==> src/rtl/diag_fault_pkg.sv <==
// Package shared by the diagnostic fault latch: per-channel classification.
package diag_fault_pkg;
    typedef enum logic [1:0] {
        CH_OK   = 2'd0,   // channel healthy
        CH_OPEN = 2'd1,   // off with drain below reference
        CH_OVER = 2'd2    // on with drain above reference
    } ch_state_e;
endpackage

==> src/rtl/diag_classify.sv <==
// Classifies one channel from its state and drain comparator.
// Assumes inputs are already synchronous to the system clock.
module diag_classify
    import diag_fault_pkg::*;
(
    input  logic      on_i,
    input  logic      drain_hi_i,
    input  logic      ol_en_i,
    output ch_state_e state_o
);
    // Decide the channel condition from state and comparator.
    always_comb begin
        state_o = CH_OK;
        if (on_i && drain_hi_i)
            state_o = CH_OVER;
        else if (!on_i && !drain_hi_i && ol_en_i)
            state_o = CH_OPEN;
    end
endmodule

==> src/rtl/diag_debounce.sv <==
// Debounce counter and sticky latch for one channel.
// A fault latches after DLY consecutive edges with the condition present
// and the on/off state unchanged; clr wins over a same-edge confirmation.
// Assumes DLY >= 1.
module diag_debounce #(
    parameter int DLY = 12500
) (
    input  logic clk,
    input  logic rst_n,
    input  logic on_i,
    input  logic suspect_i,
    input  logic clr_i,
    output logic flag_o
);
    localparam int CW = (DLY < 2) ? 1 : $clog2(DLY);
    localparam logic [CW-1:0] LAST = CW'(DLY - 1);

    logic [CW-1:0] cnt;
    logic          on_q;
    logic          steady;
    logic          confirm;

    // Condition qualifies only if the state did not just change.
    always_comb begin
        steady  = (on_i == on_q);
        confirm = suspect_i && steady && (cnt == LAST);
    end

    // Remember the last sampled on/off state.
    always_ff @(posedge clk) begin
        if (!rst_n) on_q <= 1'b0;
        else        on_q <= on_i;
    end

    // Count consecutive qualifying edges, saturating at the limit.
    always_ff @(posedge clk) begin
        if (!rst_n)                  cnt <= '0;
        else if (!suspect_i || !steady) cnt <= '0;
        else if (cnt != LAST)        cnt <= cnt + 1'b1;
    end

    // Sticky fault flag with clear priority.
    always_ff @(posedge clk) begin
        if (!rst_n)      flag_o <= 1'b0;
        else if (clr_i)  flag_o <= 1'b0;
        else if (confirm) flag_o <= 1'b1;
    end
endmodule

==> src/rtl/diag_fault_latch.sv <==
// Top: eight-channel diagnostic word and general fault pull-down enable.
// Each channel is classified, debounced and latched; diag bit = serial
// bit XOR latched fault. Assumes all inputs synchronous to clk.
module diag_fault_latch
    import diag_fault_pkg::*;
#(
    parameter int NCH       = 8,
    parameter int FAULT_DLY = 12500
) (
    input  logic           clk,
    input  logic           rst_n,
    input  logic [NCH-1:0] spi_cmd,
    input  logic [NCH-1:0] ch_on,
    input  logic [NCH-1:0] drain_hi,
    input  logic           ol_en,
    input  logic           diag_clr,
    output logic [NCH-1:0] diag_word,
    output logic           fault_pull_en
);
    logic [NCH-1:0] latched;

    for (genvar g = 0; g < NCH; g++) begin : g_ch
        ch_state_e st;
        logic      suspect;

        diag_classify u_cls (
            .on_i       (ch_on[g]),
            .drain_hi_i (drain_hi[g]),
            .ol_en_i    (ol_en),
            .state_o    (st)
        );

        // Any non-healthy classification starts the debounce.
        always_comb suspect = (st != CH_OK);

        diag_debounce #(.DLY(FAULT_DLY)) u_deb (
            .clk       (clk),
            .rst_n     (rst_n),
            .on_i      (ch_on[g]),
            .suspect_i (suspect),
            .clr_i     (diag_clr),
            .flag_o    (latched[g])
        );
    end

    // Encode diagnostics and drive the shared fault pull-down.
    always_comb begin
        diag_word     = spi_cmd ^ latched;
        fault_pull_en = |latched;
    end
endmodule

==> config.mk <==
export PLATFORM = sky130hd
export DESIGN_NAME = diag_fault_latch
export DESIGN_NICKNAME = d
export VERILOG_FILES = /design/src/rtl/diag_fault_pkg.sv /design/src/rtl/diag_classify.sv /design/src/rtl/diag_debounce.sv /design/src/rtl/diag_fault_latch.sv
export SDC_FILE = /design/constraint.sdc
export NUM_CORES = 1
export LEC_CHECK = 0
export ABC_CLOCK_PERIOD_IN_PS = 3910
export BUFFER_PORTS_ARGS = -buffer_cell sky130_fd_sc_hd__buf_2
export CAP_MARGIN = 10
export CORE_UTILIZATION = 40
export CTS_CLUSTER_DIAMETER = 100
export DETAILED_ROUTE_END_ITERATION = 10
export PLACE_DENSITY = 0.54
export SLEW_MARGIN = 20
export SYNTH_ARGS = -nofsm -noshare
export SYNTH_HDL_FRONTEND = slang
export SYNTH_SLANG_ARGS = --single-unit
==> constraint.sdc <==
create_clock -name clk -period 3.91 [get_ports clk]
set_input_delay 0.782 -clock clk [delete_from_list [all_inputs] [get_ports clk]]
set_output_delay 0.782 -clock clk [all_outputs]
set_load 0.01 [all_outputs]
==> results_tabular.tex, run 1 <==
\begin{tabular}{lr}
\hline
Metric & Value \\
\hline
\multicolumn{2}{l}{\textbf{Worst setup path}} \\
\quad R2r worst-path depth & 5 \\
\quad Register-to-Register Setup Slack & slightly below 2 ns \\
\quad Worst reg2reg startpoint & g\_ch[1].u\_deb.cnt[0]\$\_SDFFE\_PP0P\_ \\
\quad Largest fanout of any net on the critical path & 3 \\
\quad Endpoint of the most critical register-to-register path & g\_ch[1].u\_deb.cnt[1]\$\_SDFFE\_PP0P\_ \\
\quad Launch point of the worst path & g\_ch[2].u\_deb.flag\_o\$\_SDFFE\_PP0P\_ \\
\quad Startpoint type of the worst setup path & register \\
\quad Required time of the critical path & $\sim$3.1 ns \\
\quad Crit path arrival time & 1.26 ns \\
\quad Critical Path Sink & fault\_pull\_en \\
\quad Critical path type & reg -> out \\
\quad Type of destination of the critical path & output pin \\
\multicolumn{2}{l}{\textbf{Yosys}} \\
\quad Yosys warnings & 0 \\
\quad Avg Synthesized Cell Area & about 9 sq um \\
\quad Proportion of synthesized flip-flops having asynchronous set or reset & 0\% \\
\quad Sequential cell area fraction in the yosys report & between 40\% and 50\% \\
\quad Synth Cell Area & approximately 5800 sq um \\
\quad Most area-hungry cell type in the Yosys netlist & sky130\_fd\_sc\_hd\_\_dfxtp\_1 \\
\quad Cell count after synthesis & between 600 and 700 \\
\quad Synth Register Bits & about 130 \\
\quad Primary FF master, synth & sky130\_fd\_sc\_hd\_\_dfxtp\_1 \\
\quad Post-synth top area share & roughly 44\% \\
\quad Syn\_nets & a little under 700 \\
\quad Count of flip-flops with a built-in enable after synthesis & 0 \\
\quad Top cells by area in the synthesized netlist & sky130\_fd\_sc\_hd\_\_dfxtp\_1 (44\%), sky130\_fd\_sc\_hd\_\_xor2\_1 (9.8\%), sky130\_fd\_sc\_hd\_\_nor2\_1 (7.2\%), sky130\_fd\_sc\_hd\_\_xnor2\_1 (4.5\%), sky130\_fd\_sc\_hd\_\_nand3\_1 (4.5\%) \\
\quad Number of library cell types mapped by synthesis & 44 \\
\multicolumn{2}{l}{\textbf{Power and ir drop}} \\
\quad Flop pwr share & $\sim$46\% \\
\quad Peak supply drop & around 0.3 mV \\
\quad Switching share of power & about a fifth \\
\quad Power spent charging and discharging nets & about 0.58 mW \\
\quad Power per standard cell area & approximately 430 nW/um\^{}2 \\
\quad Leakage power & roughly 2.4 nW \\
\quad Total power & between 2 and 3 mW \\
\quad Int Power & 2.291 mW \\
\quad Portion of total power attributed to the clock network & approximately half \\
\quad Comb pwr share & 2.3\% \\
\multicolumn{2}{l}{\textbf{Floorplan}} \\
\quad Die Footprint & around 15000 sq um \\
\quad Die outline width & approximately 120 um \\
\quad Total number of placement rows & 43 \\
\quad Total I/O pin count & 37 \\
\quad Core ar. & approximately 14000 sq um \\
\quad Vertical die dimension & $\sim$120 um \\
\quad Starting density of the core & 41.34\% \\
\multicolumn{2}{l}{\textbf{Clock network}} \\
\quad Number of clock sinks & 128 \\
\quad CTS H-Tree Depth & 4 \\
\quad Clock latency on the worst-skew pair & 0.41 ns \\
\quad Total of hold buffers inserted after clock tree synthesis & 0 \\
\quad Largest buffer count on any clock path & 2 \\
\quad Buffer cell driving the clock tree root & sky130\_fd\_sc\_hd\_\_clkbuf\_16 \\
\quad CTS resizes & 0 \\
\quad Clock-pin slew reported for the worst setup and hold paths after clock tree synthesis & roughly 0.050 ns \\
\quad Clock tree from TritonCTS & done \\
\quad Setup Fix Bufs, Post-CTS & 0 \\
\quad Total CTS buffers & 17 \\
\multicolumn{2}{l}{\textbf{Timing}} \\
\quad Final setup fails & 0 \\
\quad Actual transition at the worst max-transition pin & roughly 0.55 ns \\
\quad Total count of hold-check failures in the final report & 0 \\
\quad Setup repair after global routing missed its margin & false \\
\quad Post-Route Skew & 0.007839 ns \\
\quad Count of pins over their slew limit & 0 \\
\quad Tightest slew margin relative to the limit & a little over three fifths \\
\quad Setup TNS after final layout & 0 ns \\
\quad Period Utilization, post-route & between 50\% and 60\% \\
\quad Achievable clock frequency & a little under 500 MHz \\
\quad Crit path time final & 2.043 ns \\
\multicolumn{2}{l}{\textbf{Route}} \\
\quad Overall routed net length & roughly 11 mm \\
\quad Met2 routed WL & 5.236 mm \\
\quad TritonRoute pass-1 iters & 4 \\
\quad Drt via density & roughly 5 \\
\quad Wire per inst & around 13 um \\
\quad Post-route antenna net violation count & 0 \\
\quad Wire length the detailed router placed on met1 & approximately 5.7 mm \\
\quad Detailed-route DRC error count & 0 \\
\quad First-iteration detailed-routing DRC count & $\sim$210 \\
\quad Highest metal layer with signal wires & met4 \\
\quad Met3 wire length & 436 um \\
\quad Total vias in the final route & between 4000 and 5000 \\
\multicolumn{2}{l}{\textbf{Layout}} \\
\quad Synth-to-Final Area Change & 15.52\% \\
\quad Finished Layout Cells & around 900 \\
\quad Commonest cells after routing, fill and taps aside & sky130\_fd\_sc\_hd\_\_dfxtp\_1 (128), sky130\_fd\_sc\_hd\_\_nor2\_1 (112), sky130\_fd\_sc\_hd\_\_xor2\_1 (65) \\
\quad Most common library cell in the layout ignoring fill and taps & sky130\_fd\_sc\_hd\_\_dfxtp\_1 \\
\quad Ratio of cells with drive above 1 in the final layout & 12.68\% \\
\quad Area of all placed cells without fillers & around 6700 sq um \\
\quad Nets & roughly 730 \\
\multicolumn{2}{l}{\textbf{Placed design}} \\
\quad Sum of net half-perimeters after detailed placement & just over 8 mm \\
\quad Count of buffers from port buffering & 36 \\
\quad Final GP Congestion & 0.7751 \\
\quad Placed Cells & about 850 \\
\quad Placed Instance Area & 6143 sq um \\
\multicolumn{2}{l}{\textbf{Global route}} \\
\quad Via count of the first global-routing pass & around 4200 \\
\quad Number of antenna violations at the first check in global routing & 2 \\
\quad Global route overflow & 0 \\
\quad Global-route wire length before repair & 19.44 mm \\
\quad Maximum number of pins on one net before global-route repair & 19 \\
\quad Total Routing Usage GR & $\sim$17\% \\
\multicolumn{2}{l}{\textbf{Run}} \\
\quad Max capacitance violation total & 0 \\
\multicolumn{2}{l}{\textbf{Min path}} \\
\quad Worst Hold Class & reg -> reg \\
\multicolumn{2}{l}{\textbf{Status}} \\
\quad Status & finished, final reports clean \\
\hline
\end{tabular}
==> sequential cells by signal, summed over array words and instances, names as in the netlist <==
register           count
g_ch.u_deb.on_q        8
g_ch.u_deb.flag_o      8
g_ch.u_deb.cnt       112
==> synthesized netlist by cell type, types with 4 or more instances <==
library cell,number
sky130_fd_sc_hd__inv_1,7
sky130_fd_sc_hd__dfxtp_1,128
sky130_fd_sc_hd__and3_1,16
sky130_fd_sc_hd__nor2_1,112
sky130_fd_sc_hd__nor4b_1,8
sky130_fd_sc_hd__o21ai_0,9
sky130_fd_sc_hd__xnor2_1,30
sky130_fd_sc_hd__a31o_2,4
sky130_fd_sc_hd__xor2_1,65
sky130_fd_sc_hd__nor3_1,13
sky130_fd_sc_hd__clkbuf_1,15
sky130_fd_sc_hd__a21oi_1,22
sky130_fd_sc_hd__nor4_1,7
sky130_fd_sc_hd__nand2b_1,8
sky130_fd_sc_hd__mux2i_1,8
sky130_fd_sc_hd__nand3b_1,5
sky130_fd_sc_hd__or3_1,12
sky130_fd_sc_hd__nand2_1,32
sky130_fd_sc_hd__ha_1,8
sky130_fd_sc_hd__or4b_2,5
sky130_fd_sc_hd__or4b_1,4
sky130_fd_sc_hd__nand3_1,52
sky130_fd_sc_hd__and2_1,13
sky130_fd_sc_hd__nand4_1,31
sky130_fd_sc_hd__and4_1,11
==> stage by stage <==
step | hold slack, ns | setup slack [ns] | utilization, %
2_1_floorplan | 0.4507 | 1.867 | -
3_3_place_gp | 0.4626 | 1.662 | 43.75
3_5_place_dp | 0.4774 | 1.615 | 43.75
4_1_cts | 0.4876 | 1.836 | 47.74
5_1_grt | 0.5209 | 1.671 | 47.74
6_report | 0.4877 | 1.867 | 47.76
==> power by group through the flow <==
stage	clock, mW	sequential, mW	combinational [mW]
2_1_floorplan	0	1.35	0.0377
3_3_place_gp	0	1.35	0.0658
3_5_place_dp	0	1.35	0.0679
4_1_cts	1.53	1.32	0.0680
5_1_grt	1.58	1.32	0.0745
6_report	1.48	1.32	0.0662
==> critical path, cell delays in order (launching register included) <==
cell	delay [ns]
sky130_fd_sc_hd__dfxtp_1	0.35
sky130_fd_sc_hd__nor4_1	0.28
sky130_fd_sc_hd__nand2_1	0.08
sky130_fd_sc_hd__buf_2	0.15
==> how the worst min path moves through the flow <==
stage	startpoint	end	slack (ns)	cells after the start
6_report	g_ch[6].u_deb.cnt[13]$_SDFFE_PP0P_	g_ch[6].u_deb.cnt[13]$_SDFFE_PP0P_	0.49	2
5_1_grt	g_ch[2].u_deb.cnt[13]$_SDFFE_PP0P_	g_ch[2].u_deb.cnt[13]$_SDFFE_PP0P_	0.52	2
4_1_cts	g_ch[5].u_deb.cnt[13]$_SDFFE_PP0P_	g_ch[5].u_deb.cnt[13]$_SDFFE_PP0P_	0.49	2
3_5_place_dp	g_ch[5].u_deb.cnt[13]$_SDFFE_PP0P_	g_ch[5].u_deb.cnt[13]$_SDFFE_PP0P_	0.48	2
3_3_place_gp	g_ch[6].u_deb.cnt[13]$_SDFFE_PP0P_	g_ch[6].u_deb.cnt[13]$_SDFFE_PP0P_	0.46	2
2_1_floorplan	g_ch[4].u_deb.flag_o$_SDFFE_PP0P_	g_ch[4].u_deb.flag_o$_SDFFE_PP0P_	0.45	2
==> per-layer routing <==
metal	GRT usage (%)	up-vias
met5	0	-
met4	5.945	0
met3	5.576	13
met2	26.37	44
met1	20.59	2094
li1	-	2362
==> cell type report <==
type / count / area [sq um]
Clock inverter: 6 / 55.05
Clock buffer: 25 / 505.5
Antenna cell: 1 / 2.502
Sequential cell: 128 / 2562
Timing Repair Buffer: 37 / 187.7
Inverter: 7 / 26.28
Tap cell: 180 / 225.2
Multi-Input combinational cell: 499 / 3142
Fill cell: 1375 / 7336
==> cells by family after synthesis <==
| family | synth area share, % |
|---|---|
| buffers and inverters | 1.746 |
| and+or+nand+nor | 32.20 |
| AOI/OAI and AO/OA | 4.289 |
| muxes | 1.573 |
| xor gates and xnor gates | 14.33 |
| adders and majority gates | 1.724 |
| DFF | 44.14 |
Note: power is estimated with default switching activity, not from simulation.
==> run 2: changes to the inputs <==
--- a/config.mk
+++ b/config.mk
@@ -5,13 +5,13 @@
 export SDC_FILE = /design/constraint.sdc
 export NUM_CORES = 1
 export LEC_CHECK = 0
-export ABC_CLOCK_PERIOD_IN_PS = 3910
+export ABC_CLOCK_PERIOD_IN_PS = 1850
 export BUFFER_PORTS_ARGS = -buffer_cell sky130_fd_sc_hd__buf_2
 export CAP_MARGIN = 10
 export CORE_UTILIZATION = 40
 export CTS_CLUSTER_DIAMETER = 100
 export DETAILED_ROUTE_END_ITERATION = 10
-export PLACE_DENSITY = 0.54
+export PLACE_DENSITY = 0.57
 export SLEW_MARGIN = 20
 export SYNTH_ARGS = -nofsm -noshare
 export SYNTH_HDL_FRONTEND = slang
==> constraint.sdc (replaced) <==
create_clock -name clk -period 1.85 [get_ports clk]
set_input_delay 0.37 -clock clk [delete_from_list [all_inputs] [get_ports clk]]
set_output_delay 0.37 -clock clk [all_outputs]
set_load 0.01 [all_outputs]
==> run 2 against run 1 <==
Against the previous run:
- routed wire length increased by 2.2%
- via count up 3.2%
- total power increased by 130%
- core utilization is 1.9 points higher
- final area is 4.0% higher
- sequential cell count did not move
- register-to-register slack got worse by 1.9 ns
- largest cell class unchanged
- final cell count rose by 3.1%
- clock skew shrank 0.0015 ns
- non-clock buffer count up 27
==> results_tabular.tex, run 2 (synthesis results as in run 1) <==
\begin{tabular}{lr}
\hline
Metric & Value \\
\hline
\multicolumn{2}{l}{\textbf{Route}} \\
\quad First-iteration detailed-routing DRC count & 249 \\
\quad Wire per inst & $\sim$13 um \\
\quad Post-route antenna net violation count & 0 \\
\quad TritonRoute pass-1 iters & 5 \\
\quad Overall routed net length & between 10 and 15 mm \\
\quad Total vias in the final route & about 4700 \\
\quad Detailed-route DRC error count & 0 \\
\quad Drt via density & around 5.1 \\
\multicolumn{2}{l}{\textbf{Timing}} \\
\quad Final setup fails & 0 \\
\quad Period Utilization, post-route & a little over nine tenths \\
\quad Setup repair after global routing missed its margin & false \\
\quad Setup TNS after final layout & 0 ns \\
\quad Count of pins over their slew limit & 0 \\
\quad Achievable clock frequency & roughly 560 MHz \\
\quad Tightest slew margin relative to the limit & 69.79\% \\
\quad Crit path time final & $\sim$1.8 ns \\
\quad Total count of hold-check failures in the final report & 0 \\
\quad Tightest hold margin & slightly below 0.2 ns \\
\quad Actual transition at the worst max-transition pin & about 0.45 ns \\
\quad Final setup slack of the worst path & between 0.04 and 0.05 ns \\
\quad Post-Route Skew & 0.006385 ns \\
\multicolumn{2}{l}{\textbf{Clock network}} \\
\quad Clock-pin slew reported for the worst setup and hold paths after clock tree synthesis & around 0.06 ns \\
\quad Total of hold buffers inserted after clock tree synthesis & 0 \\
\quad Clock latency on the worst-skew pair & about 0.42 ns \\
\quad Number of clock sinks & around 130 \\
\quad Clock tree from TritonCTS & done \\
\quad Buffer cell driving the clock tree root & sky130\_fd\_sc\_hd\_\_clkbuf\_16 \\
\quad CTS H-Tree Depth & 4 \\
\quad Largest buffer count on any clock path & 2 \\
\quad CTS resizes & 0 \\
\quad Total CTS buffers & 17 \\
\quad Setup Fix Bufs, Post-CTS & 0 \\
\multicolumn{2}{l}{\textbf{Layout}} \\
\quad Flip-flop count of the largest register after layout & about 110 \\
\quad Most common library cell in the layout ignoring fill and taps & sky130\_fd\_sc\_hd\_\_dfxtp\_1 \\
\quad Ratio of cells with drive above 1 in the final layout & between 10\% and 20\% \\
\quad Total inserted antenna cells & 0 \\
\quad Layout filler cell count & between 1000 and 1500 \\
\quad Synth-to-Final Area Change & 20.17\% \\
\quad Top register by number of flip-flops & g\_ch.u\_deb.cnt \\
\quad Nets & $\sim$750 \\
\quad Area of all placed cells without fillers & 6977 sq um \\
\quad Finished Layout Cells & a little over 900 \\
\quad Commonest cells after routing, fill and taps aside & sky130\_fd\_sc\_hd\_\_dfxtp\_1 (127), sky130\_fd\_sc\_hd\_\_nor2\_1 (112), sky130\_fd\_sc\_hd\_\_xor2\_1 (65) \\
\quad Largest registers & g\_ch.u\_deb.cnt: 112 flops, g\_ch.u\_deb.flag\_o: 8 flops, g\_ch.u\_deb.on\_q: 8 flops \\
\quad Core occupancy in the finished layout & between 40\% and 50\% \\
\multicolumn{2}{l}{\textbf{Placed design}} \\
\quad Placed Instance Area & 6346 sq um \\
\quad Worst slack at placement & $\sim$0.015 ns \\
\quad Placed Cells & 878 \\
\quad Sum of net half-perimeters after detailed placement & $\sim$8.4 mm \\
\quad Final GP Congestion & approximately 0.79 \\
\quad Count of buffers from port buffering & 36 \\
\multicolumn{2}{l}{\textbf{Global route}} \\
\quad Global-route wire length before repair & 19.98 mm \\
\quad Global route overflow & 0 \\
\quad Maximum number of pins on one net before global-route repair & 19 \\
\quad Number of antenna violations at the first check in global routing & 0 \\
\quad Total Routing Usage GR & about 17\% \\
\quad Via count of the first global-routing pass & about 4500 \\
\multicolumn{2}{l}{\textbf{Worst setup path}} \\
\quad Worst path max stage delay & roughly 0.57 ns \\
\quad Critical path type & reg -> reg \\
\quad Crit path arrival time & around 2.2 ns \\
\quad Startpoint type of the worst setup path & register \\
\quad Family with the most delay on the worst path & simple AND/OR/NAND/NOR gates \\
\quad Required time of the critical path & roughly 2.2 ns \\
\quad Buffers and inverters on the worst path & 0 \\
\quad Worst path cell trace & or4b\_1, or4\_4, a21bo\_1, a21oi\_2 \\
\quad Type of destination of the critical path & register \\
\quad Largest fanout of any net on the critical path & 5 \\
\quad Worst path slowest cell & sky130\_fd\_sc\_hd\_\_or4\_4 \\
\multicolumn{2}{l}{\textbf{Min path}} \\
\quad Worst Hold Class & in -> reg \\
\multicolumn{2}{l}{\textbf{Power and ir drop}} \\
\quad Leakage power & around 2.5 nW \\
\quad Power per standard cell area & 926.7 nW/um\^{}2 \\
\quad Total power & about 6.5 mW \\
\quad Peak supply drop & about 0.75 mV \\
\multicolumn{2}{l}{\textbf{Floorplan}} \\
\quad Starting density of the core & about 41\% \\
\quad Total number of placement rows & 43 \\
\quad Vertical die dimension & $\sim$120 um \\
\quad Die outline width & around 120 um \\
\quad Die Footprint & 15000 sq um \\
\quad Core ar. & 14040 sq um \\
\quad Total I/O pin count & 37 \\
\multicolumn{2}{l}{\textbf{Status}} \\
\quad Status & finished, final reports clean \\
\multicolumn{2}{l}{\textbf{Run}} \\
\quad Max capacitance violation total & 0 \\
\hline
\end{tabular}
-- run 2: cell count changes in the layout (fill, tap and decap cells not counted) --
cell / delta
sky130_fd_sc_hd__buf_4: +27
sky130_fd_sc_hd__bufinv_16: +3
sky130_fd_sc_hd__clkbuf_1: -3
sky130_fd_sc_hd__clkbuf_8: -4
sky130_fd_sc_hd__clkinv_2: -2
sky130_fd_sc_hd__clkinv_4: +2
sky130_fd_sc_hd__clkinvlp_4: +5
sky130_fd_sc_hd__dfxtp_1: -1
sky130_fd_sc_hd__dfxtp_2: +1
sky130_fd_sc_hd__diode_2: -1
-- run 2: path summary, 6_finish.rpt --
| check | depth (start not counted) | from | slack (ns) | end |
|---|---|---|---|---|
| worst max-delay path | 4 | g_ch[3].u_deb.cnt[9]$_SDFFE_PP0P_ | 0.05 | g_ch[3].u_deb.cnt[2]$_SDFFE_PP0P_ |
| worst min-delay path | 2 | ch_on[6] | 0.19 | g_ch[6].u_deb.on_q$_SDFF_PN0_ |
| worst max register to register | 4 | g_ch[3].u_deb.cnt[9]$_SDFFE_PP0P_ | 0.05 | g_ch[3].u_deb.cnt[2]$_SDFFE_PP0P_ |
| worst min register to register | 2 | g_ch[4].u_deb.flag_o$_SDFFE_PP0P_ | 0.47 | g_ch[4].u_deb.flag_o$_SDFFE_PP0P_ |
-- run 2: routing by layer --
metal / global-route usage [%] / up-vias / part of all wire, %
met5: 0 / - / 0
met4: 5.640 / 0 / 1.4
met3: 5.948 / 13 / 4.6
met2: 28.48 / 75 / 46
met1: 20.50 / 2151 / 48
li1: - / 2417 / -
-- run 2: cell type report --
cell class / count / area, sq um / area share, %
clock buffer: 18 / 439.2 / 6.295
clock inverter: 14 / 190.2 / 2.726
inverter: 7 / 26.28 / 0.3766
multi-input combinational: 499 / 3142 / 45.03
sequential: 128 / 2564 / 36.75
tap: 180 / 225.2 / 3.228
timing repair buffer: 64 / 390.4 / 5.595
-- run 2: power by group --
| group | internal, mW | switching (mW) | leakage (nW) |
|---|---|---|---|
| sequential | 2.77 | 0.0118 | 1.03 |
| combinational | 0.0710 | 0.0880 | 1.17 |
| clock | 2.28 | 1.24 | 0.294 |
==> run 3: changes to the inputs <==
--- a/config.mk
+++ b/config.mk
@@ -6,9 +6,10 @@
 export NUM_CORES = 1
 export LEC_CHECK = 0
 export ABC_CLOCK_PERIOD_IN_PS = 1850
-export BUFFER_PORTS_ARGS = -buffer_cell sky130_fd_sc_hd__buf_2
+export BUFFER_PORTS_ARGS = -buffer_cell sky130_fd_sc_hd__buf_4
 export CAP_MARGIN = 10
 export CORE_UTILIZATION = 40
+export CTS_BUF_LIST = sky130_fd_sc_hd__clkbuf_8
 export CTS_CLUSTER_DIAMETER = 100
 export DETAILED_ROUTE_END_ITERATION = 10
 export PLACE_DENSITY = 0.57
==> run 3 against run 2 <==
Against the previous run:
- sequential share of layout area grew 0.60 points
- die area is the same
- critical endpoint unchanged
- largest power group is now registers
- critical path depth is the same
- routed wire length grew 0.54%
- final cell count is the same
- setup slack gained 0.011 ns
- sequential power is essentially flat
- fmax grew 0.63%
- total power shrank 17%
- sequential cell count is the same
==> results_tabular.tex, run 3 (synthesis results as in run 1) <==
\begin{tabular}{lr}
\hline
Metric & Value \\
\hline
\multicolumn{2}{l}{\textbf{Layout}} \\
\quad Total inserted antenna cells & 0 \\
\quad Most common library cell in the layout ignoring fill and taps & sky130\_fd\_sc\_hd\_\_dfxtp\_1 \\
\quad Top register by number of flip-flops & g\_ch.u\_deb.cnt \\
\quad Finished Layout Cells & a little over 900 \\
\quad Commonest cells after routing, fill and taps aside & sky130\_fd\_sc\_hd\_\_dfxtp\_1 (127), sky130\_fd\_sc\_hd\_\_nor2\_1 (112), sky130\_fd\_sc\_hd\_\_xor2\_1 (65) \\
\quad Flip-flop count of the largest register after layout & roughly 110 \\
\quad Core occupancy in the finished layout & between 40\% and 50\% \\
\quad Area of all placed cells without fillers & 6864 sq um \\
\quad Synth-to-Final Area Change & 18.23\% \\
\quad Largest registers & g\_ch.u\_deb.cnt: 112 flops, g\_ch.u\_deb.flag\_o: 8 flops, g\_ch.u\_deb.on\_q: 8 flops \\
\quad Ratio of cells with drive above 1 in the final layout & about 17\% \\
\quad Layout filler cell count & 1395 \\
\quad Nets & roughly 750 \\
\multicolumn{2}{l}{\textbf{Power and ir drop}} \\
\quad Power per standard cell area & 781.8 nW/um\^{}2 \\
\quad Peak supply drop & $\sim$0.41 mV \\
\quad Leakage power & between 2 and 2.5 nW \\
\multicolumn{2}{l}{\textbf{Clock network}} \\
\quad Total CTS buffers & 17 \\
\quad Clock latency on the worst-skew pair & about 0.43 ns \\
\quad Largest buffer count on any clock path & 2 \\
\quad Clock-pin slew reported for the worst setup and hold paths after clock tree synthesis & 0.07 ns \\
\quad Number of clock sinks & approximately 130 \\
\quad Setup Fix Bufs, Post-CTS & 0 \\
\quad CTS H-Tree Depth & 4 \\
\quad Buffer cell driving the clock tree root & sky130\_fd\_sc\_hd\_\_clkbuf\_8 \\
\quad Clock tree from TritonCTS & done \\
\multicolumn{2}{l}{\textbf{Placed design}} \\
\quad Final GP Congestion & about 0.8 \\
\quad Count of buffers from port buffering & 36 \\
\quad Placed Cells & 878 \\
\quad Placed Instance Area & between 6000 and 7000 sq um \\
\quad Sum of net half-perimeters after detailed placement & around 8.4 mm \\
\multicolumn{2}{l}{\textbf{Timing}} \\
\quad Post-Route Skew & a little over 0.006 ns \\
\quad Tightest slew margin relative to the limit & about two thirds \\
\quad Tightest hold margin & approximately 0.15 ns \\
\quad Count of pins over their slew limit & 0 \\
\quad Period Utilization, post-route & between 90\% and 100\% \\
\quad Setup repair after global routing missed its margin & false \\
\quad Final setup fails & 0 \\
\quad Total count of hold-check failures in the final report & 0 \\
\quad Setup TNS after final layout & 0 ns \\
\quad Actual transition at the worst max-transition pin & 0.4836 ns \\
\quad Achievable clock frequency & between 500 and 600 MHz \\
\quad Crit path time final & about 1.8 ns \\
\multicolumn{2}{l}{\textbf{Global route}} \\
\quad Total Routing Usage GR & 17.07\% \\
\quad Global-route wire length before repair & roughly 20 mm \\
\quad Global route overflow & 0 \\
\quad Number of antenna violations at the first check in global routing & 0 \\
\quad Via count of the first global-routing pass & $\sim$4300 \\
\quad Maximum number of pins on one net before global-route repair & 19 \\
\multicolumn{2}{l}{\textbf{Floorplan}} \\
\quad Core ar. & between 10000 and 15000 sq um \\
\quad Starting density of the core & 41.34\% \\
\quad Die outline width & $\sim$120 um \\
\quad Vertical die dimension & around 120 um \\
\quad Total number of placement rows & 43 \\
\quad Total I/O pin count & 37 \\
\quad Die Footprint & around 15000 sq um \\
\multicolumn{2}{l}{\textbf{Route}} \\
\quad Wire per inst & $\sim$13 um \\
\quad Drt via density & $\sim$5.1 \\
\quad Overall routed net length & between 10 and 15 mm \\
\quad First-iteration detailed-routing DRC count & roughly 280 \\
\quad Total vias in the final route & $\sim$4600 \\
\quad TritonRoute pass-1 iters & 5 \\
\quad Detailed-route DRC error count & 0 \\
\quad Post-route antenna net violation count & 0 \\
\multicolumn{2}{l}{\textbf{Status}} \\
\quad Status & finished, final reports clean \\
\multicolumn{2}{l}{\textbf{Worst setup path}} \\
\quad Startpoint type of the worst setup path & register \\
\quad Largest fanout of any net on the critical path & 5 \\
\quad Critical path type & reg -> reg \\
\quad Worst path slowest cell & sky130\_fd\_sc\_hd\_\_or4\_4 \\
\quad Worst path max stage delay & roughly 0.57 ns \\
\quad Required time of the critical path & 2.23 ns \\
\quad Crit path arrival time & 2.17 ns \\
\quad Type of destination of the critical path & register \\
\quad Family with the most delay on the worst path & simple AND/OR/NAND/NOR gates \\
\quad Buffers and inverters on the worst path & 0 \\
\quad Worst path cell trace & or4b\_1, or4\_4, a21bo\_1, a21oi\_2 \\
\multicolumn{2}{l}{\textbf{Run}} \\
\quad Max capacitance violation total & 0 \\
\multicolumn{2}{l}{\textbf{Min path}} \\
\quad Worst Hold Class & in -> reg \\
\hline
\end{tabular}
-- run 3: path summary, 6_finish.rpt --
check	from	to	slack, ns	cells after the start
min	ch_on[3]	g_ch[3].u_deb.on_q$_SDFF_PN0_	0.15	2
max reg2reg	g_ch[3].u_deb.cnt[9]$_SDFFE_PP0P_	g_ch[3].u_deb.cnt[2]$_SDFFE_PP0P_	0.06	4
min reg2reg	g_ch[4].u_deb.flag_o$_SDFFE_PP0P_	g_ch[4].u_deb.flag_o$_SDFFE_PP0P_	0.47	2
max	g_ch[3].u_deb.cnt[9]$_SDFFE_PP0P_	g_ch[3].u_deb.cnt[2]$_SDFFE_PP0P_	0.06	4
-- run 3: layout make-up --
| cell class | count | area (sq um) | area share, % |
|---|---|---|---|
| inverters | 7 | 26.28 | 0.3828 |
| multi-input cells | 499 | 3153 | 45.94 |
| well taps | 180 | 225.2 | 3.281 |
| repair buffers | 64 | 493.0 | 7.182 |
| clock inverters | 11 | 113.9 | 1.659 |
| clock buffers | 21 | 289.0 | 4.211 |
| flip-flops and latches | 128 | 2564 | 37.35 |
-- run 3: power breakdown --
group | total [mW] | switching, mW | internal (mW)
Sequential | 2.78 | 0.0114 | 2.77
Clock | 2.40 | 1.08 | 1.32
Combinational | 0.180 | 0.0888 | 0.0909
-- run 3: what timing repair did --
item                       CTS  global route
hold endpoints to repair     0             0
resized for setup            0             4
setup endpoints to repair    0             7
hold buffers                 0             0
-- run 3: stage by stage --
step	power (mW)	setup WS, ns
after floorplan	2.925	0.03835
after global placement	3.024	0.06578
after detailed placement	3.028	0.04048
after CTS	5.439	0.03095
after global routing	5.595	0.01007
final	5.366	0.05990
-- run 3: metal layers --
layer / track usage, % / routed length [um] / up-vias
li1: - / - / 2407
met3: 5.065 / 505 / 16
met2: 27.60 / 5498 / 61
met5: 0 / 0 / -
met1: 21.36 / 5652 / 2147
met4: 6.326 / 161 / 0
